`config.mk`:
```
export PLATFORM = sky130hd
export DESIGN_NAME = route_matrix_ctrl
export DESIGN_NICKNAME = d
export VERILOG_FILES = /design/src/rtl/route_pkg.sv /design/src/rtl/route_wr_decode.sv /design/src/rtl/route_pending.sv /design/src/rtl/route_field.sv /design/src/rtl/route_matrix_ctrl.sv
export SDC_FILE = /design/constraint.sdc
export NUM_CORES = 1
export LEC_CHECK = 0
export BUFFER_PORTS_ARGS = -buffer_cell sky130_fd_sc_hd__buf_2
export CAP_MARGIN = 15
export CORE_AREA = 2 2 39 41
export DETAILED_ROUTE_END_ITERATION = 10
export DIE_AREA = 0 0 41 43
export MAX_ROUTING_LAYER = met4
export PLACE_DENSITY_LB_ADDON = 0.05
export SLEW_MARGIN = 0
export SYNTH_ARGS = -nofsm -noshare
export SYNTH_HDL_FRONTEND = slang
export SYNTH_SLANG_ARGS = --single-unit
```
`constraint.sdc`:
```
create_clock -name clk -period 1.97 [get_ports clk]
set_input_delay 0.197 -clock clk [delete_from_list [all_inputs] [get_ports clk]]
set_output_delay 0.197 -clock clk [all_outputs]
set_load 0.005 [all_outputs]
```
`src/rtl/route_pkg.sv`:
```
package route_pkg;
   // decoded write request, already qualified by standby and main reset
   typedef struct packed {
      logic sub_hit;
      logic reg_hit;
   } wr_dec_t;

   function automatic int sel_width(input int n_in);
      return $clog2(n_in + 2);
   endfunction
endpackage

```
`src/rtl/route_wr_decode.sv`:
```
module route_wr_decode
   import route_pkg::*;
#(
   parameter int SUB_W = 8,
   parameter int REG_W = 8,
   parameter logic [SUB_W-1:0] ROUTE_SUB = 8'h12,
   parameter logic [REG_W-1:0] ROUTE_REG = 8'h3E
) (
   input  logic             wr_en,
   input  logic             standby,
   input  logic             rst_n,
   input  logic [SUB_W-1:0] wr_sub,
   input  logic [REG_W-1:0] wr_addr,
   output wr_dec_t          dec
);
   logic accept;

   always_comb begin
      accept      = wr_en & ~standby & rst_n;
      dec.sub_hit = accept & (wr_sub == ROUTE_SUB);
      dec.reg_hit = dec.sub_hit & (wr_addr == ROUTE_REG);
   end
endmodule

```
`src/rtl/route_pending.sv`:
```
module route_pending (
   input  logic clk,
   input  logic rst_any_n,
   input  logic sub_hit,
   output logic pending
);
   always_ff @(posedge clk or negedge rst_any_n) begin
      if (!rst_any_n)   pending <= 1'b1;
      else if (sub_hit) pending <= 1'b0;
   end
endmodule

```
`src/rtl/route_field.sv`:
```
module route_field #(
   parameter int NUM_IN = 4,
   parameter int SEL_W = 3,
   parameter bit CLAMP_INVALID = 1'b1,
   parameter logic [SEL_W-1:0] DEF_SEL = '0
) (
   input  logic             clk,
   input  logic             por_n,
   input  logic             load,
   input  logic             use_data,
   input  logic [SEL_W-1:0] data_field,
   output logic [SEL_W-1:0] sel
);
   localparam logic [SEL_W-1:0] MUTE_C = SEL_W'(NUM_IN + 1);

   logic             code_ok;
   logic             take;
   logic [SEL_W-1:0] wr_val;

   assign code_ok = (data_field <= MUTE_C);

   generate
      if (CLAMP_INVALID) begin : g_clamp
         assign wr_val = code_ok ? data_field : MUTE_C;
         assign take   = 1'b1;
      end else begin : g_reject
         assign wr_val = data_field;
         assign take   = code_ok;
      end
   endgenerate

   always_ff @(posedge clk or negedge por_n) begin
      if (!por_n) begin
         sel <= MUTE_C;
      end else if (load) begin
         if (!use_data)  sel <= DEF_SEL;
         else if (take)  sel <= wr_val;
      end
   end
endmodule

```
`src/rtl/route_matrix_ctrl.sv`:
```
module route_matrix_ctrl
   import route_pkg::*;
#(
   parameter int NUM_IN = 4,
   parameter int NUM_OUT = 2,
   parameter int SUB_W = 8,
   parameter int REG_W = 8,
   parameter int DATA_W = 16,
   parameter logic [SUB_W-1:0] ROUTE_SUB = 8'h12,
   parameter logic [REG_W-1:0] ROUTE_REG = 8'h3E,
   parameter logic [DATA_W-1:0] DEF_ROUTE = 16'h0020,
   parameter bit CLAMP_INVALID = 1'b1,
   localparam int SEL_W = sel_width(NUM_IN),
   localparam int OUT_W = NUM_OUT * SEL_W
) (
   input  logic              clk,
   input  logic              por_n,
   input  logic              rst_n,
   input  logic              standby,
   input  logic              wr_en,
   input  logic [SUB_W-1:0]  wr_sub,
   input  logic [REG_W-1:0]  wr_addr,
   input  logic [DATA_W-1:0] wr_data,
   output logic [OUT_W-1:0]  out_sel
);
   // elaboration-time parameter checks
   generate
      if (NUM_IN < 1)      begin : g_bad_in   $error("NUM_IN must be at least 1"); end
      if (NUM_OUT < 1)     begin : g_bad_out  $error("NUM_OUT must be at least 1"); end
      if (OUT_W > DATA_W)  begin : g_bad_data $error("DATA_W too narrow for all select fields"); end
      for (genvar d = 0; d < NUM_OUT; d++) begin : g_def_chk
         if (int'(DEF_ROUTE[d*SEL_W +: SEL_W]) > NUM_IN + 1) begin : g_bad_def
            $error("DEF_ROUTE holds an undefined select code");
         end
      end
      if (DATA_W > OUT_W) begin : g_spare
         logic unused_hi;
         assign unused_hi = ^wr_data[DATA_W-1:OUT_W];
      end
   endgenerate

   wr_dec_t dec;
   logic    pending;
   logic    rst_any_n;
   logic    load;

   assign rst_any_n = por_n & rst_n;

   route_wr_decode #(
      .SUB_W(SUB_W), .REG_W(REG_W), .ROUTE_SUB(ROUTE_SUB), .ROUTE_REG(ROUTE_REG)
   ) u_dec (
      .wr_en(wr_en), .standby(standby), .rst_n(rst_n),
      .wr_sub(wr_sub), .wr_addr(wr_addr), .dec(dec)
   );

   route_pending u_pend (
      .clk(clk), .rst_any_n(rst_any_n), .sub_hit(dec.sub_hit), .pending(pending)
   );

   // routing register write always loads; other subaddress hits load the default once
   assign load = dec.reg_hit | (dec.sub_hit & pending);

   generate
      for (genvar k = 0; k < NUM_OUT; k++) begin : g_out
         route_field #(
            .NUM_IN(NUM_IN), .SEL_W(SEL_W), .CLAMP_INVALID(CLAMP_INVALID),
            .DEF_SEL(DEF_ROUTE[k*SEL_W +: SEL_W])
         ) u_field (
            .clk(clk), .por_n(por_n), .load(load), .use_data(dec.reg_hit),
            .data_field(wr_data[k*SEL_W +: SEL_W]),
            .sel(out_sel[k*SEL_W +: SEL_W])
         );
      end
   endgenerate
endmodule

```
[Yosys cells after proc, flatten, opt, wreduce, memory -nomap -nowiden]
Index checks and enable logic that the tools add are counted.
Word-level totals
  RAM bits: 0
  output and inout port bits: 6
  memories kept: 0
  memory bits (read-only): 0
  flip-flop bits (word level): 7
  latch bits: 0
Cells by class
  reduce and logical (&&, ||, !) cells: 0
  divide/modulo/power cells: 0
  multiply operators: 0
  shift-type cells: 0
  multiplexer cells: 4
  eq/ne operators: 2
  $add $sub $neg: 0
  magnitude comparators: 2
  bitwise logic cells: 8
Operators with widths (number)
  $mux 3: 4
  $eq 8x5->1 const B: 1
  $eq 8x6->1 const B: 1
  $and 1x1->1: 6
  $le 3x3->1 const B: 2
  $not 1->1: 1
  $or 1x1->1: 1

[Depth between registers and ports, before layout]
Gate-level depths: netlist (run 1).
  word-level depth: 6
  depth in mapped cells: 4
  depth with buffers taken out: 4

[Cells and area by module]
From an unflattened synthesis (run 1), not the netlist that was laid out.
Second synthesis, totals
  cell total of the unflattened synthesis: 36
  area, all modules: 370.4 µm²
Modules (own cells, without submodules)
  route_field (g_out[0].u_field): area an instance 126.4 µm², cells each 13, instances 1, sequential area each 77.6 µm²
  route_field (g_out[1].u_field): area an instance 126.4 µm², cells each 12, instances 1, sequential area each 77.6 µm²
  route_wr_decode: area an instance 63.8 µm², cells each 7, instances 1, sequential area each 0.0 µm²
  route_pending: area an instance 40.0 µm², cells each 2, instances 1, sequential area each 26.3 µm²
  route_matrix_ctrl: area an instance 13.8 µm², cells each 2, instances 1, sequential area each 0.0 µm²

[Worst setup path after synthesis (run 1)]
Ideal clock, no wire load.
  kind: input to register
  start point: input wr_sub[0]
  end point: register g_out[0].u_field.sel[1]
  required time: 1848 ps
  library setup time: 122 ps
  buffers on the path: 0
  arrival time: 1386 ps
  stages on the path: 4
  path slack: 462 ps
  cell sequence: or4_4 > nor4_4 > o21ai_2 > a32o_1
On the way
  word-level cells in the longest chain between the ends: 4
RTL lines
  start, declared: line route_matrix_ctrl.sv:21  | input logic [SUB_W-1:0] wr_sub,
  $eq 8x5->1 *: line route_wr_decode.sv:20  | dec.sub_hit = accept & (wr_sub == ROUTE_SUB);
  $and 1x1->1 *: line route_wr_decode.sv:20
  $and 1x1->1, on equally long branches: line route_wr_decode.sv:21, route_matrix_ctrl.sv:61
  $mux 3 / $or 1x1->1 (equally long branches): line route_field.sv:36, route_matrix_ctrl.sv:61
  end signal, assigned: line route_field.sv:37  | else if (take) sel <= wr_val;
  end, declared: line route_field.sv:12  | output logic [SEL_W-1:0] sel
Every way passes the cells marked *; elsewhere a longest branch is shown, timed or not.
A chain may end at the register's enable or synchronous reset.

[Worst setup path in the final report (run 1)]
  start point: input rst_n
  end point: register g_out[1].u_field.sel[1]
On the way
  word-level cells in the longest chain between the ends: 4
RTL lines
  start, declared: line route_matrix_ctrl.sv:18  | input logic rst_n,
  $and 1x1->1 *: line route_wr_decode.sv:19  | accept = wr_en & ~standby & rst_n;
  $and 1x1->1 *: line route_wr_decode.sv:20
  $and 1x1->1, on equally long branches: line route_wr_decode.sv:21, route_matrix_ctrl.sv:61
  $mux 3 / $or 1x1->1 (equally long branches): line route_field.sv:36, route_matrix_ctrl.sv:61
  end signal, assigned: line route_field.sv:37
  end, declared: line route_field.sv:12
Marks and branches as above.

==> flow_results.xml, run 1 <==
<?xml version="1.0" encoding="UTF-8"?>
<metrics>
  <group name="clock_tree">
    <metric name="cts.root.buffer_cell" unit="">clkbuf_4</metric>
    <metric name="clk_transition_reported_paths" unit="ns">0.05</metric>
    <metric name="cts.repair_timing.setup_buffer_count" unit="">0</metric>
    <metric name="tritoncts_clock_tree" unit="">built</metric>
    <metric name="cts_htree_levels" unit="">1</metric>
    <metric name="clock_sinks" unit="">7</metric>
    <metric name="cts_inserted_buffers" unit="">3</metric>
    <metric name="clockBufferDepth" unit="">2</metric>
    <metric name="clkLatencyLatePin" unit="ns">0.24</metric>
  </group>
  <group name="place">
    <metric name="dp_hpwl" unit="um">706</metric>
    <metric name="port-buffer-count" unit="">32</metric>
    <metric name="placed_cells" unit="">78</metric>
    <metric name="finalWeightedCongestion" unit="">0.636</metric>
  </group>
  <group name="synthesis">
    <metric name="yosys_warnings" unit="">0</metric>
    <metric name="postSynthAreaPerCell" unit="sq um">12.3</metric>
    <metric name="synthesis.nets" unit="">67</metric>
    <metric name="post_synth_instance_area" unit="sq um">370</metric>
    <metric name="netlist-cell-type-count" unit="">17</metric>
    <metric name="share_of_the_yosys_chip_area_belonging_to_registers" unit="%">49.0</metric>
    <metric name="post_synth_inst_count" unit="">30</metric>
    <metric name="synth-seq-cells" unit="">7</metric>
  </group>
  <group name="global_route">
    <metric name="grt_start_max_net_pins" unit="">8</metric>
    <metric name="groute.usage.overall" unit="%">12.1</metric>
    <metric name="antenna_found_initial" unit="">0</metric>
    <metric name="grtUsageMet2" unit="%">18.4</metric>
    <metric name="globalRoute.totalOverflow" unit="">0</metric>
    <metric name="grt_first_pass_wirelength" unit="mm">1.39</metric>
    <metric name="gr-usage-met3" unit="%">7.85</metric>
    <metric name="grt_pass1_vias" unit="">351</metric>
    <metric name="groute.layer.met1.usage" unit="%">12.3</metric>
    <metric name="grt_busiest_layer" unit="">met2</metric>
  </group>
  <group name="setup_path">
    <metric name="worstRegToRegCells" unit="">2</metric>
    <metric name="critical_path_peak_fanout" unit="">6</metric>
    <metric name="critPathLaunch" unit="">rst_n</metric>
    <metric name="r2r_slack" unit="ns">1.00</metric>
    <metric name="worstSetupPathType" unit="">in2reg</metric>
    <metric name="reg2reg_to" unit="">g_out[1].u_field.sel[1]</metric>
    <metric name="crit_arrival" unit="ns">1.59</metric>
    <metric name="setup.worst_path.end" unit="">g_out[1].u_field.sel[1]</metric>
    <metric name="timing.critical_path.required" unit="ns">2.10</metric>
    <metric name="start_kind" unit="">input pin</metric>
    <metric name="r2r-start" unit="">u_pend.pending</metric>
    <metric name="setup.worst_path.end_class" unit="">register</metric>
  </group>
  <group name="run_status">
    <metric name="outcome" unit="">completed</metric>
  </group>
  <group name="power">
    <metric name="power.ir.vdd_worst" unit="mV">0.349</metric>
    <metric name="leakage" unit="nW">0.300</metric>
    <metric name="power-per-cell-area" unit="nW/um^2">522</metric>
  </group>
  <group name="layout">
    <metric name="layout_common_cells" unit="">buf_2, dfstp_2, inv_1, clkbuf_4</metric>
    <metric name="fillCellCount" unit="">152</metric>
    <metric name="synthToLayoutAreaGrowth" unit="%">61.1</metric>
    <metric name="final_cells" unit="">84</metric>
    <metric name="layout.cells.most_common" unit="">buf_2</metric>
    <metric name="fin_nets" unit="">106</metric>
    <metric name="post_route_cells_drive_above_1_share" unit="%">66.2</metric>
    <metric name="insertedDiodeCount" unit="">0</metric>
    <metric name="multi_input_area" unit="sq um">178</metric>
    <metric name="sequential_cell_area" unit="sq um">181</metric>
  </group>
  <group name="detailed_routing">
    <metric name="detail_route.vias_per_cell" unit="">4.45</metric>
    <metric name="antenna_violating_nets_post_route" unit="">0</metric>
    <metric name="drc_violation_total_after_the_first_tritonroute_iteration" unit="">2</metric>
    <metric name="drt_pre_antenna_iters" unit="">3</metric>
    <metric name="num_vias" unit="">374</metric>
    <metric name="route.detailed.wl_per_inst" unit="um">9.95</metric>
    <metric name="detail_route.wirelength" unit="um">836</metric>
    <metric name="route.detailed.drc" unit="">0</metric>
  </group>
  <group name="min_path">
    <metric name="min_path_type" unit="">in2reg</metric>
    <metric name="holdPathStages" unit="">3</metric>
  </group>
  <group name="timing">
    <metric name="rsz0062_at_grt" unit="">no</metric>
    <metric name="slew_headroom" unit="%">80.7</metric>
    <metric name="final-setup-viol-count" unit="">0</metric>
    <metric name="tightestPinTransition" unit="ns">0.288</metric>
    <metric name="drv_slew" unit="">0</metric>
    <metric name="finalClockSkew" unit="ns">0.000921</metric>
    <metric name="finalCritPeriodShare" unit="%">73.7</metric>
    <metric name="fmax" unit="MHz">688</metric>
    <metric name="timing.setup.tns" unit="ns">0</metric>
    <metric name="period_minus_slack" unit="ns">1.45</metric>
    <metric name="hold_viol" unit="">0</metric>
  </group>
  <group name="die">
    <metric name="die_width" unit="um">41</metric>
    <metric name="die_y" unit="um">43</metric>
    <metric name="pin_count" unit="">43</metric>
    <metric name="floorplan.initialDensity" unit="%">26.8</metric>
    <metric name="floorplan.die_area" unit="sq um">1760</metric>
    <metric name="placementRows" unit="">14</metric>
    <metric name="coreArea" unit="sq um">1380</metric>
  </group>
  <group name="job">
    <metric name="max_cap_violations" unit="">0</metric>
  </group>
</metrics>
metal layers:
| layer | routed length [um] | share of wire, % | vias to the layer above |
|---|---|---|---|
| met5 | 0 | 0 | - |
| met4 | 0 | 0 | 0 |
| met3 | 98 | 12 | 0 |
| met2 | 390 | 47 | 22 |
| met1 | 347 | 42 | 162 |
| li1 | - | - | 190 |
cells by family (layout without fill, tap and decap cells):
family                 after synthesis  count (layout)  synth area share [%]
buffers and inverters                3              41                  3.04
AND/OR/NAND/NOR                     11              11                  28.4
AO/OA/AOI/OAI                        9               9                  19.6
flip-flops                           7               7                  49.0
registers in the layout (all words and copies together) (netlist names):
| name | cells |
|---|---|
| g_out.u_field.sel | 6 |
| u_pend.pending | 1 |
Yosys cell counts:
library cell,n,share of area (%)
nor4_4,2,11
inv_1,3,3.0
a32o_1,2,5.4
nand4b_1,2,4.7
dfrtp_1,2,14
or4_4,1,3.0
dfstp_2,5,35
and2_1,1,1.7
o2bb2ai_1,2,4.7
and2_2,1,2.0
a22oi_1,1,2.0
a21oi_1,2,2.7
o21ai_2,1,2.4
nand2_1,2,2.0
nor2b_1,1,1.7
a22o_1,1,2.4
nand2b_1,1,1.7
worst min path at each step:
stage	from	to	slack [ns]
after CTS	wr_data[5]	g_out[1].u_field.sel[2]	0.18
after floorplan	por_n	g_out[0].u_field.sel[1]	-0.1
final	wr_data[5]	g_out[1].u_field.sel[2]	0.20
after global placement	por_n	g_out[1].u_field.sel[1]	0.04
after detailed placement	por_n	g_out[1].u_field.sel[1]	0.04
after global routing	wr_data[1]	g_out[0].u_field.sel[1]	0.21
power breakdown:
| group | total, mW | internal (mW) | switching, mW |
|---|---|---|---|
| clock network | 0.125 | 0.0770 | 0.0478 |
| registers | 0.145 | 0.145 | 0.00000497 |
| logic | 0.0422 | 0.0251 | 0.0171 |
| total | 0.312 | 0.247 | 0.0649 |
layout make-up:
type,count,share of cell area [%]
well taps,16,3.35
inverters,3,1.89
repair buffers,34,30.2
flip-flops and latches,7,30.4
clock buffers,4,4.40
multi-input cells,20,29.8
critical path, cell delays in order:
cell and delay (ns):
dlygate4sd3_1 0.52, buf_2 0.10, nand4b_1 0.14, nor4_4 0.23, o21ai_2 0.17, a32o_1 0.23
stage by stage:
step	instance area, sq um	hold slack (ns)	utilization, %	total power [mW]	setup WS [ns]
after floorplan	370	-0.0986	-	0.156	0.462
after global placement	551	0.0376	39.8	0.186	0.265
after detailed placement	551	0.0367	39.8	0.186	0.267
after CTS	597	0.185	43.1	0.321	0.510
after global routing	597	0.207	43.1	0.335	0.412
final	597	0.200	43.1	0.312	0.517
repair_timing:
item                      CTS  global route
hold endpoints to repair    7             0
hold buffers                2             0
gates resized for setup     0             0
(Power assumes the default switching activity.)
==> run 2, diff against run 1 <==
==> constraint.sdc (replaced) <==
create_clock -name clk -period 1.49 [get_ports clk]
set_input_delay 0.149 -clock clk [delete_from_list [all_inputs] [get_ports clk]]
set_output_delay 0.149 -clock clk [all_outputs]
set_load 0.005 [all_outputs]
==> run 2 against run 1 <==
  * Critical path depth stayed put
  * Cell area stayed put
  * First-iteration DRC count grew to 2.5 times the previous value
==> flow_results.xml, run 2 (synthesized netlist as in run 1, its figures left out) <==
<?xml version="1.0" encoding="UTF-8"?>
<metrics>
  <group name="run_status">
    <metric name="outcome" unit="">completed</metric>
  </group>
  <group name="timing">
    <metric name="drv_slew" unit="">0</metric>
    <metric name="fmax" unit="MHz">720</metric>
    <metric name="finalCritPeriodShare" unit="%">93.2</metric>
    <metric name="hold_viol" unit="">0</metric>
    <metric name="slew_headroom" unit="%">80.7</metric>
    <metric name="tightestPinTransition" unit="ns">0.288</metric>
    <metric name="rsz0062_at_grt" unit="">no</metric>
    <metric name="timing.final.ws_setup" unit="ns">0.101</metric>
    <metric name="final-setup-viol-count" unit="">0</metric>
    <metric name="finalClockSkew" unit="ns">0.00368</metric>
    <metric name="fin_worst_hold_slack" unit="ns">0.139</metric>
    <metric name="period_minus_slack" unit="ns">1.39</metric>
  </group>
  <group name="detailed_routing">
    <metric name="routed-wl-met2" unit="um">344</metric>
    <metric name="detail_route.vias_per_cell" unit="">4.43</metric>
    <metric name="drc_violation_total_after_the_first_tritonroute_iteration" unit="">5</metric>
    <metric name="antenna_violating_nets_post_route" unit="">0</metric>
    <metric name="topRoutingLayerUsed" unit="">met4</metric>
    <metric name="detail_route.wirelength.met1" unit="um">356</metric>
    <metric name="drt_pre_antenna_iters" unit="">4</metric>
    <metric name="wl_met3" unit="um">111</metric>
    <metric name="route.detailed.drc" unit="">0</metric>
    <metric name="num_vias" unit="">372</metric>
    <metric name="route.detailed.wl_per_inst" unit="um">9.83</metric>
    <metric name="detail_route.wirelength" unit="um">826</metric>
  </group>
  <group name="setup_path">
    <metric name="r2r_slack" unit="ns">0.51</metric>
    <metric name="critical-path-slowest-cell" unit="">dlygate4sd3_1</metric>
    <metric name="start_kind" unit="">input pin</metric>
    <metric name="r2r-start" unit="">u_pend.pending</metric>
    <metric name="reg2reg_to" unit="">g_out[0].u_field.sel[1]</metric>
    <metric name="critical_path.max_stage_delay" unit="ns">0.52</metric>
    <metric name="cells_along_the_critical_path" unit="">dlygate4sd3_1 -&gt; buf_2 -&gt; nand4b_1 -&gt; nor4_4 -&gt; o21ai_2 -&gt; a32o_1</metric>
    <metric name="critical_path_peak_fanout" unit="">6</metric>
    <metric name="worstSetupPathType" unit="">in2reg</metric>
    <metric name="timing.critical_path.required" unit="ns">1.63</metric>
    <metric name="critPathLaunch" unit="">rst_n</metric>
    <metric name="crit_arrival" unit="ns">1.53</metric>
    <metric name="setup.worst_path.end_class" unit="">register</metric>
    <metric name="worstRegToRegCells" unit="">2</metric>
  </group>
  <group name="layout">
    <metric name="fillCellCount" unit="">135</metric>
    <metric name="registers.top_by_ff_count" unit="">g_out.u_field.sel</metric>
    <metric name="insertedDiodeCount" unit="">0</metric>
    <metric name="synthToLayoutAreaGrowth" unit="%">61.1</metric>
    <metric name="layout_common_cells" unit="">buf_2, dfstp_2, inv_1, clkbuf_4</metric>
    <metric name="fin_nets" unit="">106</metric>
    <metric name="number_of_flip_flops_in_the_largest_register" unit="">6</metric>
    <metric name="final_cells" unit="">84</metric>
    <metric name="layout.cells.most_common" unit="">buf_2</metric>
    <metric name="largest_registers" unit="">g_out.u_field.sel: 6 flops, u_pend.pending: 1 flops</metric>
    <metric name="final_util" unit="%">43.1</metric>
    <metric name="post_route_cells_drive_above_1_share" unit="%">66.2</metric>
  </group>
  <group name="clock_tree">
    <metric name="clockBufferDepth" unit="">2</metric>
    <metric name="clkLatencyLatePin" unit="ns">0.26</metric>
    <metric name="cts.repair_timing.setup_buffer_count" unit="">0</metric>
    <metric name="cts.root.buffer_cell" unit="">clkbuf_4</metric>
    <metric name="clk_transition_reported_paths" unit="ns">0.05</metric>
    <metric name="cts.repair.resized" unit="">0</metric>
    <metric name="holdBufCountCts" unit="">2</metric>
    <metric name="cts_inserted_buffers" unit="">3</metric>
    <metric name="clock_sinks" unit="">7</metric>
    <metric name="cts_htree_levels" unit="">1</metric>
    <metric name="tritoncts_clock_tree" unit="">built</metric>
  </group>
  <group name="die">
    <metric name="pin_count" unit="">43</metric>
    <metric name="placementRows" unit="">14</metric>
    <metric name="coreArea" unit="sq um">1380</metric>
    <metric name="floorplan.die_area" unit="sq um">1760</metric>
    <metric name="die_y" unit="um">43</metric>
    <metric name="floorplan.initialDensity" unit="%">26.8</metric>
    <metric name="die_width" unit="um">41</metric>
  </group>
  <group name="global_route">
    <metric name="grt_pass1_vias" unit="">322</metric>
    <metric name="groute.usage.overall" unit="%">11.7</metric>
    <metric name="globalRoute.totalOverflow" unit="">0</metric>
    <metric name="antenna_found_initial" unit="">0</metric>
    <metric name="grt_first_pass_wirelength" unit="mm">1.28</metric>
    <metric name="grt_start_max_net_pins" unit="">8</metric>
  </group>
  <group name="min_path">
    <metric name="whs_endpoint" unit="">g_out[1].u_field.sel[2]</metric>
    <metric name="hold_start" unit="">wr_data[5]</metric>
    <metric name="holdPathStages" unit="">3</metric>
    <metric name="min_path_type" unit="">in2reg</metric>
  </group>
  <group name="power">
    <metric name="power-per-cell-area" unit="nW/um^2">710</metric>
    <metric name="power.ir.vdd_worst" unit="mV">0.358</metric>
    <metric name="leakage" unit="nW">0.300</metric>
    <metric name="total_power" unit="uW">424</metric>
  </group>
  <group name="place">
    <metric name="finalWeightedCongestion" unit="">0.666</metric>
    <metric name="pre_cts_slack" unit="ns">-0.156</metric>
    <metric name="port-buffer-count" unit="">32</metric>
    <metric name="placed_cells" unit="">78</metric>
  </group>
  <group name="job">
    <metric name="max_cap_violations" unit="">0</metric>
  </group>
</metrics>
run 2: cell counts in the layout (fill, tap and decap cells not counted):
No cell type changed its count.
run 2: metal layers:
metal  track usage (%)  up-vias
li1                  -      194
met1              12.3      152
met2              16.3       23
met3              6.28        3
met4              8.00        0
met5                 -        -
run 2: per-stage QoR:
step | TNS [ns] | area (sq um)
after global placement | -0.533 | 551
after global routing | 0 | 597
after CTS | 0 | 597
after detailed placement | -0.652 | 551
final | 0 | 597
after floorplan | 0 | 370
run 2: worst max-delay path by stage:
stage	to	slack [ns]	cells after the start
floorplan	g_out[0].u_field.sel[1]	0.03	4
finish	g_out[0].u_field.sel[1]	0.10	6
global placement	g_out[0].u_field.sel[1]	-0.13	5
global route	g_out[1].u_field.sel[1]	0.02	6
CTS	g_out[0].u_field.sel[1]	0.1	6
detailed placement	g_out[0].u_field.sel[1]	-0.16	5
run 2: cell type report:
| cell class | instances | area (sq um) | area share (%) |
|---|---|---|---|
| clock buffers | 4 | 26.3 | 4.40 |
| inverters | 3 | 11.3 | 1.89 |
| multi-input cells | 20 | 178 | 29.8 |
| flip-flops and latches | 7 | 181 | 30.4 |
| repair buffers | 34 | 180 | 30.2 |
| well taps | 16 | 20.0 | 3.35 |
run 2: power breakdown:
part	switching [mW]	total, mW	internal [mW]
sequential	0.00000691	0.191	0.191
clock	0.0747	0.177	0.103
combinational	0.0225	0.0558	0.0332
run 2: critical path: cells and delay by family:
kind | cells | cell delay (ns)
buffers and inverters | 2 | 0.63
AOI/OAI and AO/OA | 2 | 0.38
and+or+nand+nor | 2 | 0.37
==> run 3, diff against run 2 <==
--- a/config.mk
+++ b/config.mk
@@ -5,11 +5,12 @@
 export SDC_FILE = /design/constraint.sdc
 export NUM_CORES = 1
 export LEC_CHECK = 0
+export ABC_AREA = 1
 export BUFFER_PORTS_ARGS = -buffer_cell sky130_fd_sc_hd__buf_2
 export CAP_MARGIN = 15
-export CORE_AREA = 2 2 39 41
+export CORE_MARGIN = 1.5
+export CORE_UTILIZATION = 35
 export DETAILED_ROUTE_END_ITERATION = 10
-export DIE_AREA = 0 0 41 43
 export MAX_ROUTING_LAYER = met4
 export PLACE_DENSITY_LB_ADDON = 0.05
 export SLEW_MARGIN = 0
==> run 3 against run 2 <==
  * Clock skew decreased by 0.0016 ns
  * Area after synthesis increased by 28%
  * Non-clock buffer count unchanged
  * Global-route usage increased by 4.3 points
  * Synthesized cell count increased by 120%
  * Maximum frequency increased by 9.4%
  * Total power increased by 2.3%
  * Clock-buffer cell count unchanged
  * Sequential share of layout area decreased by 4.4 points
  * Routed wire length increased by 15%
  * Critical path type unchanged
  * Critical endpoint is now g_out[1].u_field.sel[1]
  * Highest routed layer is now met3
==> flow_results.xml, run 3 <==
<?xml version="1.0" encoding="UTF-8"?>
<metrics>
  <group name="synthesis">
    <metric name="synth_compound_area_share" unit="%">5.82</metric>
    <metric name="synth.most_common_cell" unit="">nand2_1</metric>
    <metric name="synth_top_cell_by_area" unit="">dfstp_2</metric>
    <metric name="commonest_cells_post_synth" unit="">nand2_1, inv_1, nor2_1</metric>
    <metric name="yosys_warnings" unit="">0</metric>
    <metric name="post_synth_inst_count" unit="">65</metric>
    <metric name="share_of_the_yosys_chip_area_belonging_to_registers" unit="%">38.4</metric>
    <metric name="netlist.area_leader.share" unit="%">27.8</metric>
    <metric name="post_synth_mux_area_share" unit="%">0</metric>
    <metric name="postSynthAreaPerCell" unit="sq um">7.28</metric>
    <metric name="synth_simple_gate_area_share" unit="%">43.1</metric>
    <metric name="synth-seq-cells" unit="">7</metric>
    <metric name="synth_top_cells_by_area" unit="">dfstp_2, nand2_1, inv_1</metric>
    <metric name="netlist-cell-type-count" unit="">14</metric>
    <metric name="synth-async-reset-ratio" unit="%">100</metric>
    <metric name="post_synth_instance_area" unit="sq um">473</metric>
    <metric name="synth_edf_count" unit="">0</metric>
    <metric name="post_synth_xor_area_fraction" unit="%">0</metric>
    <metric name="yosys_most_used_dff" unit="">dfstp_2</metric>
    <metric name="synth_adder_area_share" unit="%">0</metric>
    <metric name="synthesis.nets" unit="">102</metric>
    <metric name="synth_top_family_by_area" unit="">simple AND/OR/NAND/NOR gates</metric>
  </group>
  <group name="die">
    <metric name="floorplan.initialDensity" unit="%">36.8</metric>
    <metric name="die_width" unit="um">39.8</metric>
    <metric name="die_y" unit="um">39.8</metric>
    <metric name="placementRows" unit="">13</metric>
    <metric name="floorplan.die_area" unit="sq um">1580</metric>
    <metric name="pin_count" unit="">43</metric>
    <metric name="coreArea" unit="sq um">1280</metric>
  </group>
  <group name="detailed_routing">
    <metric name="drt_pre_antenna_iters" unit="">4</metric>
    <metric name="route.detailed.wl_per_inst" unit="um">8.06</metric>
    <metric name="antenna_violating_nets_post_route" unit="">0</metric>
    <metric name="route.detailed.drc" unit="">0</metric>
    <metric name="routed-wl-met2" unit="um">401</metric>
    <metric name="detail_route.wirelength.met1" unit="um">449</metric>
    <metric name="topRoutingLayerUsed" unit="">met3</metric>
    <metric name="detail_route.wirelength" unit="um">951</metric>
    <metric name="wl_met3" unit="um">99</metric>
    <metric name="drc_violation_total_after_the_first_tritonroute_iteration" unit="">10</metric>
    <metric name="num_vias" unit="">500</metric>
    <metric name="detail_route.vias_per_cell" unit="">4.24</metric>
  </group>
  <group name="power">
    <metric name="power.ir.vdd_worst" unit="mV">0.552</metric>
    <metric name="leakage" unit="nW">0.436</metric>
    <metric name="power-per-cell-area" unit="nW/um^2">621</metric>
  </group>
  <group name="job">
    <metric name="max_cap_violations" unit="">0</metric>
  </group>
  <group name="setup_path">
    <metric name="worstRegToRegCells" unit="">5</metric>
    <metric name="start_kind" unit="">input pin</metric>
    <metric name="timing.critical_path.required" unit="ns">1.63</metric>
    <metric name="critical_path.max_stage_delay" unit="ns">0.52</metric>
    <metric name="reg2reg_to" unit="">g_out[1].u_field.sel[1]</metric>
    <metric name="r2r-start" unit="">u_pend.pending</metric>
    <metric name="critical-path-slowest-cell" unit="">dlygate4sd3_1</metric>
    <metric name="worstSetupPathType" unit="">in2reg</metric>
    <metric name="crit_arrival" unit="ns">1.41</metric>
    <metric name="setup.worst_path.end_class" unit="">register</metric>
    <metric name="cells_along_the_critical_path" unit="">dlygate4sd3_1 -&gt; buf_2 -&gt; nand2_1 -&gt; nor2_1 -&gt; nand2_2 -&gt; nor2_8 -&gt; nand2_4 -&gt; nand2_1 -&gt; nand2_1</metric>
    <metric name="critical-path-top-cell-by-count" unit="">nand2_1</metric>
    <metric name="critical_path_peak_fanout" unit="">6</metric>
    <metric name="r2r_slack" unit="ns">0.53</metric>
  </group>
  <group name="timing">
    <metric name="slew_headroom" unit="%">87.1</metric>
    <metric name="hold_viol" unit="">0</metric>
    <metric name="period_minus_slack" unit="ns">1.27</metric>
    <metric name="tightestPinTransition" unit="ns">0.194</metric>
    <metric name="rsz0062_at_grt" unit="">no</metric>
    <metric name="finalClockSkew" unit="ns">0.00209</metric>
    <metric name="fmax" unit="MHz">788</metric>
    <metric name="final-setup-viol-count" unit="">0</metric>
    <metric name="drv_slew" unit="">0</metric>
    <metric name="timing.setup.tns" unit="ns">0</metric>
    <metric name="finalCritPeriodShare" unit="%">85.2</metric>
  </group>
  <group name="global_route">
    <metric name="grt_pass1_vias" unit="">440</metric>
    <metric name="antenna_found_initial" unit="">0</metric>
    <metric name="globalRoute.totalOverflow" unit="">0</metric>
    <metric name="groute.usage.overall" unit="%">16.0</metric>
    <metric name="grt_first_pass_wirelength" unit="mm">1.58</metric>
    <metric name="grt_start_max_net_pins" unit="">8</metric>
  </group>
  <group name="layout">
    <metric name="synthToLayoutAreaGrowth" unit="%">47.6</metric>
    <metric name="final_cells" unit="">118</metric>
    <metric name="layout_common_cells" unit="">buf_2, nand2_1, inv_1</metric>
    <metric name="largest_registers" unit="">g_out.u_field.sel: 6 flops, u_pend.pending: 1 flops</metric>
    <metric name="fin_nets" unit="">141</metric>
    <metric name="number_of_flip_flops_in_the_largest_register" unit="">6</metric>
    <metric name="post_route_cells_drive_above_1_share" unit="%">46.6</metric>
    <metric name="layout.cells.most_common" unit="">buf_2</metric>
    <metric name="insertedDiodeCount" unit="">0</metric>
    <metric name="registers.top_by_ff_count" unit="">g_out.u_field.sel</metric>
    <metric name="fillCellCount" unit="">132</metric>
    <metric name="final_util" unit="%">54.3</metric>
  </group>
  <group name="clock_tree">
    <metric name="clkLatencyLatePin" unit="ns">0.25</metric>
    <metric name="clock_sinks" unit="">7</metric>
    <metric name="cts.root.buffer_cell" unit="">clkbuf_4</metric>
    <metric name="clk_transition_reported_paths" unit="ns">0.05</metric>
    <metric name="tritoncts_clock_tree" unit="">built</metric>
    <metric name="cts.repair.resized" unit="">0</metric>
    <metric name="cts_inserted_buffers" unit="">3</metric>
    <metric name="cts_htree_levels" unit="">1</metric>
    <metric name="clockBufferDepth" unit="">2</metric>
  </group>
  <group name="min_path">
    <metric name="holdPathStages" unit="">3</metric>
    <metric name="whs_endpoint" unit="">g_out[0].u_field.sel[2]</metric>
    <metric name="min_path_type" unit="">in2reg</metric>
    <metric name="hold_start" unit="">wr_data[2]</metric>
  </group>
  <group name="place">
    <metric name="placed_cells" unit="">112</metric>
    <metric name="dp_hpwl" unit="um">789</metric>
    <metric name="port-buffer-count" unit="">32</metric>
    <metric name="finalWeightedCongestion" unit="">0.668</metric>
  </group>
  <group name="run_status">
    <metric name="outcome" unit="">completed</metric>
  </group>
</metrics>
run 3: area by class of cell:
type | count | area, sq um | share of cell area [%]
multi-input cells | 42 | 231 | 33.2
flip-flops and latches | 7 | 181 | 26.0
repair buffers | 34 | 180 | 25.8
inverters | 16 | 60.1 | 8.60
clock buffers | 4 | 26.3 | 3.76
well taps | 15 | 18.8 | 2.69
run 3: how the worst max path moves through the flow:
stage / cells after the start / slack (ns) / startpoint / endpoint
after CTS: 9 / 0.21 / rst_n / g_out[1].u_field.sel[1]
after detailed placement: 9 / 0.44 / wr_sub[7] / g_out[1].u_field.sel[1]
after floorplan: 5 / 0.58 / u_pend.pending / g_out[1].u_field.sel[1]
final: 9 / 0.22 / rst_n / g_out[1].u_field.sel[1]
after global placement: 9 / 0.44 / wr_sub[7] / g_out[0].u_field.sel[1]
after global routing: 9 / 0.17 / rst_n / g_out[0].u_field.sel[1]
run 3: critical path, delay by kind of cell:
kind          cells  cell delay (ns)
buf+inv           2             0.64
simple gates      7             0.63
run 3: repair_timing:
item / CTS / global route
setup buffers: 0 / 0
hold endpoints to repair: 7 / 0
hold buffers: 2 / 0
run 3: routing by layer:
metal  vias to the layer above  track usage (%)
met5                         -                -
met4                         0             5.17
met3                         0             8.52
met2                        27             25.8
met1                       201             16.6
li1                        272                -
run 3: logic make-up after synthesis:
logic type | count (synthesis)
buffers and inverters | 16
AOI/OAI and AO/OA | 4
and+or+nand+nor | 38
DFF | 7
run 3: metrics by stage:
stage | area [sq um] | setup slack, ns | power, mW | hold slack, ns
detailed placement | 652 | 0.438 | 0.261 | -0.00319
floorplan | 473 | 0.581 | 0.219 | -0.147
CTS | 698 | 0.212 | 0.442 | 0.129
global route | 698 | 0.165 | 0.475 | 0.139
global placement | 652 | 0.440 | 0.260 | -0.00841
finish | 698 | 0.221 | 0.434 | 0.134
run 3: where the power goes:
part / leakage [nW] / total [mW] / internal, mW / switching [mW]
combinational: 0.341 / 0.0688 / 0.0362 / 0.0326
sequential: 0.0798 / 0.192 / 0.192 / 0.000147
clock: 0.0150 / 0.173 / 0.102 / 0.0705
